===== config.mk =====
export PLATFORM = sky130hd
export DESIGN_NAME = sqmul_top
export DESIGN_NICKNAME = d
export VERILOG_FILES = /design/src/rtl/sqmul_pkg.sv /design/src/rtl/sqmul_leaf.sv /design/src/rtl/sqmul_node.sv /design/src/rtl/sqmul_colarray.sv /design/src/rtl/sqmul_top.sv
export SDC_FILE = /design/constraint.sdc
export NUM_CORES = 1
export LEC_CHECK = 0
export BUFFER_PORTS_ARGS = -buffer_cell sky130_fd_sc_hd__buf_2
export CAP_MARGIN = 20
export CORE_ASPECT_RATIO = 1.2
export CORE_MARGIN = 3
export CORE_UTILIZATION = 35
export DETAILED_ROUTE_END_ITERATION = 8
export GPL_ROUTABILITY_DRIVEN = 1
export PLACE_DENSITY_LB_ADDON = 0.1
export SLEW_MARGIN = 10
export SYNTH_ARGS = -nofsm -noshare
export SYNTH_HDL_FRONTEND = slang
export SYNTH_SLANG_ARGS = --single-unit
export TNS_END_PERCENT = 50

===== constraint.sdc =====
create_clock -name vclk -period 6.5
set_clock_uncertainty 0.05 [all_clocks]
set_input_delay 0.325 -clock vclk [all_inputs]
set_output_delay 0.325 -clock vclk [all_outputs]
set_load 0.005 [all_outputs]

===== src/rtl/sqmul_pkg.sv =====
package sqmul_pkg;

    // Reduction slot of a half-size product. Bit 0 selects the high half of
    // the first operand, bit 1 the high half of the second. The two cross
    // products are adjacent because they share one weight.
    typedef enum logic [1:0] {
        SLOT_LL = 2'd0,
        SLOT_HL = 2'd1,
        SLOT_LH = 2'd2,
        SLOT_HH = 2'd3
    } quad_e;

    // One-bit full adder, result {carry, sum}
    function automatic logic [1:0] fa(input logic a, input logic b, input logic c);
        return {(a & b) | (a & c) | (b & c), a ^ b ^ c};
    endfunction

endpackage


===== src/rtl/sqmul_leaf.sv =====
module sqmul_leaf #(
    parameter int unsigned LW = 4
) (
    input  logic [LW-1:0]   a,
    input  logic [LW-1:0]   b,
    output logic [2*LW-1:0] va,
    output logic [2*LW-1:0] vb
);
    localparam int unsigned PW = 2 * LW;

    function automatic logic [PW-1:0] maj_up(input logic [PW-1:0] x,
                                              input logic [PW-1:0] y,
                                              input logic [PW-1:0] z);
        return ((x & y) | (x & z) | (y & z)) << 1;
    endfunction

    logic [PW-1:0] row [LW];

    // AND-gate partial-product matrix, one shifted row per bit of b
    always_comb begin
        for (int r = 0; r < LW; r++) begin
            row[r] = PW'(a & {LW{b[r]}}) << r;
        end
    end

    // Linear chain of 3-to-2 counters, rows folded in one by one
    always_comb begin
        logic [PW-1:0] acc_s;
        logic [PW-1:0] acc_c;
        logic [PW-1:0] nxt_s;
        acc_s = row[0];
        acc_c = row[1];
        for (int r = 2; r < LW; r++) begin
            nxt_s = acc_s ^ acc_c ^ row[r];
            acc_c = maj_up(acc_s, acc_c, row[r]);
            acc_s = nxt_s;
        end
        va = acc_s;
        vb = acc_c;
    end

    always_comb begin

        leaf_exact_chk: assert ({1'b0, va} + {1'b0, vb} == (PW+1)'(a) * (PW+1)'(b))
            else $error("leaf vectors do not add to the leaf product");
    end

endmodule


===== src/rtl/sqmul_node.sv =====
module sqmul_node
    import sqmul_pkg::*;
#(
    parameter int unsigned NW = 8
) (
    input  logic [NW-1:0]   a,
    input  logic [NW-1:0]   b,
    output logic [2*NW-1:0] va,
    output logic [2*NW-1:0] vb
);
    localparam int unsigned H  = NW / 2;
    localparam int unsigned PW = 2 * NW;

    function automatic logic [PW-1:0] maj_up(input logic [PW-1:0] x,
                                              input logic [PW-1:0] y,
                                              input logic [PW-1:0] z);
        return ((x & y) | (x & z) | (y & z)) << 1;
    endfunction

    logic [2*H-1:0] qa [4];
    logic [2*H-1:0] qb [4];
    logic [PW-1:0]  term [8];

    for (genvar q = 0; q < 4; q++) begin : g_quad
        localparam quad_e       SLOT = quad_e'(q);
        localparam bit          X_HI = (SLOT == SLOT_HL) || (SLOT == SLOT_HH);
        localparam bit          Y_HI = (SLOT == SLOT_LH) || (SLOT == SLOT_HH);
        localparam int unsigned SH   = (X_HI ? H : 0) + (Y_HI ? H : 0);

        logic [H-1:0] xa;
        logic [H-1:0] yb;

        if (X_HI) begin : g_xh
            assign xa = a[NW-1:H];
        end else begin : g_xl
            assign xa = a[H-1:0];
        end
        if (Y_HI) begin : g_yh
            assign yb = b[NW-1:H];
        end else begin : g_yl
            assign yb = b[H-1:0];
        end

        sqmul_leaf #(.LW(H)) u_leaf (
            .a (xa),
            .b (yb),
            .va(qa[q]),
            .vb(qb[q])
        );

        assign term[2*q]   = PW'(qa[q]) << SH;
        assign term[2*q+1] = PW'(qb[q]) << SH;
    end

    // Eight vectors to two in four counter levels: 8 -> 6 -> 4 -> 3 -> 2
    always_comb begin
        logic [PW-1:0] s0, c0, s1, c1, s2, c2, s3, c3, s4, c4;
        s0 = term[0] ^ term[1] ^ term[2];
        c0 = maj_up(term[0], term[1], term[2]);
        s1 = term[3] ^ term[4] ^ term[5];
        c1 = maj_up(term[3], term[4], term[5]);
        s2 = s0 ^ c0 ^ s1;
        c2 = maj_up(s0, c0, s1);
        s3 = c1 ^ term[6] ^ term[7];
        c3 = maj_up(c1, term[6], term[7]);
        s4 = s2 ^ c2 ^ s3;
        c4 = maj_up(s2, c2, s3);
        va = s4 ^ c4 ^ c3;
        vb = maj_up(s4, c4, c3);
    end

    always_comb begin

        node_exact_chk: assert ({1'b0, va} + {1'b0, vb} == (PW+1)'(a) * (PW+1)'(b))
            else $error("node vectors do not add to the node product");
    end

endmodule


===== src/rtl/sqmul_colarray.sv =====
module sqmul_colarray
    import sqmul_pkg::*;
#(
    parameter int unsigned H = 8
) (
    input  logic [2*H-1:0] part [8],
    output logic [4*H-1:0] sv,
    output logic [4*H-1:0] cv
);
    localparam int unsigned W  = 4 * H;
    localparam int unsigned LO = H;
    localparam int unsigned HI = 3 * H;
    localparam int unsigned EW = W - HI;

    logic [HI-1:LO] co1, co2, co3, s_col, c_col;
    logic           lo_carry;
    logic [EW-1:0]  hi_fold;

    // Low edge: only the low-by-low pair lands here
    assign {lo_carry, sv[LO-1:0]} = {1'b0, part[0][LO-1:0]} + {1'b0, part[1][LO-1:0]};

    // Middle band: one 6-to-2 counter per column, three carry pairs chained
    for (genvar j = LO; j < HI; j++) begin : g_col
        logic [5:0] inb;
        logic       ci1, ci2, ci3;
        logic [1:0] f1, f2, f3, f4;

        if (j < 2*H) begin : g_lower
            assign inb = {part[5][j-H], part[4][j-H], part[3][j-H],
                          part[2][j-H], part[1][j],   part[0][j]};
        end else begin : g_upper
            assign inb = {part[7][j-2*H], part[6][j-2*H], part[5][j-H],
                          part[4][j-H],   part[3][j-H],   part[2][j-H]};
        end

        if (j == LO) begin : g_first
            assign ci1 = lo_carry;
            assign ci2 = 1'b0;
            assign ci3 = 1'b0;
        end else begin : g_chain
            assign ci1 = co1[j-1];
            assign ci2 = co2[j-1];
            assign ci3 = co3[j-1];
        end

        assign f1 = fa(inb[0], inb[1], inb[2]);
        assign f2 = fa(inb[3], inb[4], inb[5]);
        assign f3 = fa(f1[0], f2[0], ci1);
        assign f4 = fa(f3[0], ci2, ci3);

        assign co1[j]   = f1[1];
        assign co2[j]   = f2[1];
        assign co3[j]   = f3[1];
        assign s_col[j] = f4[0];
        assign c_col[j] = f4[1];
        assign sv[j]    = s_col[j];

        always_comb begin

            col_balance_chk: assert (int'(s_col[j]) + 2 * (int'(c_col[j]) + int'(co1[j])
                                     + int'(co2[j]) + int'(co3[j]))
                                     == $countones(inb) + int'(ci1) + int'(ci2) + int'(ci3))
                else $error("column %0d counter loses weight", j);
        end
    end

    // High edge: high-by-high pair plus everything leaving the top column
    assign hi_fold = EW'(co1[HI-1]) + EW'(co2[HI-1]) + EW'(co3[HI-1]) + EW'(c_col[HI-1]);
    assign sv[W-1:HI] = part[6][2*H-1:H] + part[7][2*H-1:H] + hi_fold;

    // Carry vector: populated only inside the middle band
    for (genvar j = 0; j < W; j++) begin : g_cv
        if (j > LO && j < HI) begin : g_live
            assign cv[j] = c_col[j-1];
        end else begin : g_zero
            assign cv[j] = 1'b0;
        end
    end

endmodule


===== src/rtl/sqmul_top.sv =====
module sqmul_top #(
    parameter int unsigned OP_W = 16
) (
    input  logic [OP_W-1:0]   op_x,
    input  logic [OP_W-1:0]   op_y,
    output logic [2*OP_W-1:0] cs_sum,
    output logic [2*OP_W-1:0] cs_carry
);
    localparam int unsigned HALF = OP_W / 2;
    localparam int unsigned RW   = 2 * OP_W + 1;

    logic [OP_W-1:0] part [8];

    // Slot q: bit 0 picks high half of op_x, bit 1 picks high half of op_y
    for (genvar q = 0; q < 4; q++) begin : g_node
        localparam bit X_HI = (q % 2) == 1;
        localparam bit Y_HI = (q / 2) == 1;

        logic [HALF-1:0] xa;
        logic [HALF-1:0] yb;

        if (X_HI) begin : g_xh
            assign xa = op_x[OP_W-1:HALF];
        end else begin : g_xl
            assign xa = op_x[HALF-1:0];
        end
        if (Y_HI) begin : g_yh
            assign yb = op_y[OP_W-1:HALF];
        end else begin : g_yl
            assign yb = op_y[HALF-1:0];
        end

        sqmul_node #(.NW(HALF)) u_node (
            .a (xa),
            .b (yb),
            .va(part[2*q]),
            .vb(part[2*q+1])
        );
    end

    sqmul_colarray #(.H(HALF)) u_cols (
        .part(part),
        .sv  (cs_sum),
        .cv  (cs_carry)
    );

    always_comb begin

        prod_exact_chk: assert ({1'b0, cs_sum} + {1'b0, cs_carry} == RW'(op_x) * RW'(op_y))
            else $error("output vectors do not add to the product");

        zero_operand_chk: assert (!(op_x == '0 || op_y == '0) || (cs_sum == '0 && cs_carry == '0))
            else $error("zero operand left residue in the output vectors");

        low_byte_chk: assert (cs_sum[HALF-1:0] == (op_x[HALF-1:0] * op_y[HALF-1:0]) % (2**HALF))
            else $error("low edge of the sum vector disagrees with the product");
    end

endmodule


==> impl_metrics.toml <==
[status]
status = "finished with violations"
violations = "negative setup slack"

[route]
vias = 6104
viasPerCell = 4.35
drtAntennaViolNets = 0
firstDrtPassIters = 6
remaining_drc_errors = 0
wire_per_inst_um = 15.0
wl_mm = 21.0
dr.first_iter.drc_count = 129

[pwr]
ir_drop_uv = 414
p_leak_uw = 0.00567
p_clk_share_pct = 0
pwr_density_cell_nw_per_um2 = 333
p_seq_share_pct = 0
netSwitchingFraction_pct = 52.4
p_sw_uw = 1760
p_int_uw = 1600
comb_power_share_pct = 100.0

[synthesis]
synth_area_um2 = 9030
synth_cell_types = 24
synth_cells = 989
syn_area_per_cell_um2 = 9.13
yosysWarnings = 0
synth_top_area_share_pct = 45.2
seq_area_frac_synth_pct = 0
ys_top_cells_by_count = "inv_1 (295), fa_1 (204), and2_1 (194)"
synth_area_leaders = "fa_1 (45%), ha_1 (22%), and2_1 (13%)"
yosys.area.top_type = "fa_1"
synthMostInstantiatedCell = "inv_1"

[grt]
grt_max_degree = 17
grt_pass1_wl_mm = 35.6
grt_overflow = 0
grt_usage_pct = 15.7
grt_pass1_vias = 6719
antenna_found_initial = 2

[placement]
pre_cts_slack_ns = -0.344
hpwl_mm = 18.7
routabilityCongestion = 0.777
portBuffers = 78

[cells_and_area]
areaGrowthSynthToFinish_pct = 11.8
regArea_um2 = 0
clkbuf_count = 0
nets = 1470
seq_cell_count = 0
layout-drive-gt1-share_pct = 13.3

[setup_path]
crit_path_start = "op_x[11]"
arrival_ns = 6.26
cp-start-kind = "input port"
end_kind = "output pin"
crit_type = "in -> out"
cp_max_fo = 2
required_ns = 6.12

[cts]
cts_hold_buf = 0

[sta]
fin_ws_ns = -0.138
slew_violations = 0
fmax_ghz = 0.151
setup_viol = 2
final_hold_viol_count = 0
rsz0062_at_grt = "true"
post-route-period-util_pct = 102
min_period_ns = 6.64
hold_ws_ns = 1.08

[floorplan]
row_count = 63
start_util_pct = 36.0
die_h_um = 182
core_um2 = 25100
chipWidth_um = 153
ios = 96
die-area_um2 = 27800

[min_path]
hold_class = "in -> out"
min_from = "op_y[0]"

[job]
maxCapViolCount = 0
## power groups by stage
stage          clock [uW]  combinational (uW)  sequential [uW]
3_3_place_gp            0                3380                0
3_5_place_dp            0                3380                0
6_report        0.0000412                3360                0
2_1_floorplan           0                2200                0
5_1_grt                 0                4060                0
4_1_cts                 0                3460                0
## cell families (layout without fill, tap and decap cells)
kind of cell	after synthesis	after routing	synth area share (%)
other cells	1	20	0.0415
compound gates	11	11	0.748
fa+ha+maj	360	360	66.8
simple gates	266	266	16.7
xor+xnor	6	6	0.582
buf+inv	345	415	15.1
## worst max-delay path, cell delays in order
cell	delay [ns]
buf_8	0.11
and2_4	0.15
fa_1	0.48
fa_1	0.49
inv_1	0.05
fa_1	0.45
fa_1	0.54
inv_2	0.06
ha_4	0.24
ha_4	0.26
fa_1	0.41
inv_2	0.07
fa_2	0.19
inv_2	0.03
fa_1	0.48
inv_2	0.04
fa_1	0.51
inv_2	0.05
ha_4	0.15
inv_2	0.04
fa_2	0.22
nor2b_4	0.04
o31a_1	0.25
or4_4	0.42
nand3_2	0.10
buf_2	0.11
## metrics by stage
stage	area (um^2)	TNS, ns	total power, uW	instances	utilization, %
2_1_floorplan	9120	0	2200	1006	-
4_1_cts	10000	-0.480	3460	1402	40.1
3_3_place_gp	9950	-0.611	3380	1399	39.7
6_report	10100	-0.150	3360	1403	40.3
3_5_place_dp	9950	-0.574	3380	1399	39.7
5_1_grt	10100	-0.546	4060	1401	40.3
## layout make-up
type                            count  area, um^2
Tap cell                          325         407
Fill cell                        2667       15000
Timing Repair Buffer              120         752
Inverter                          295        1110
Antenna cell                        2        5.00
Multi-Input combinational cell    661        7830
## per-layer routing
layer	vias to the layer above	track usage, %	routed length (um)	part of all wire (%)
met5	-	0	0	0
met4	0	0.784	189	0.90
met3	8	0.667	424	2.0
met2	60	30.9	11700	56
met1	3075	20.0	8690	41
li1	2961	-	-	-
## timing repair
item                                    4_1_cts  5_1_grt
gates cloned                                  0        0
resized for setup                            21       13
pin swaps                                    13       10
setup buffers                                 3        1
endpoints found under the setup margin        4        7
## cells in the final DEF (no fill, tap or decap), types with 3 or more instances in the layout
cell type,netlist,routed
buf_2,0,73
ha_4,0,3
inv_1,295,289
nand2_1,63,63
xnor2_1,4,3
buf_4,18,40
a21oi_2,0,3
conb_1,1,18
buf_6,0,5
inv_2,0,6
and2_4,0,3
fa_2,0,3
and2_1,194,191
ha_1,156,153
fa_1,204,201
## path summary, 6_finish.rpt
kind,end,cells after the start
setup / recovery,cs_sum[30],26
hold / removal,cs_sum[0],3
No activity file was read; power rests on OpenSTA's default activity.
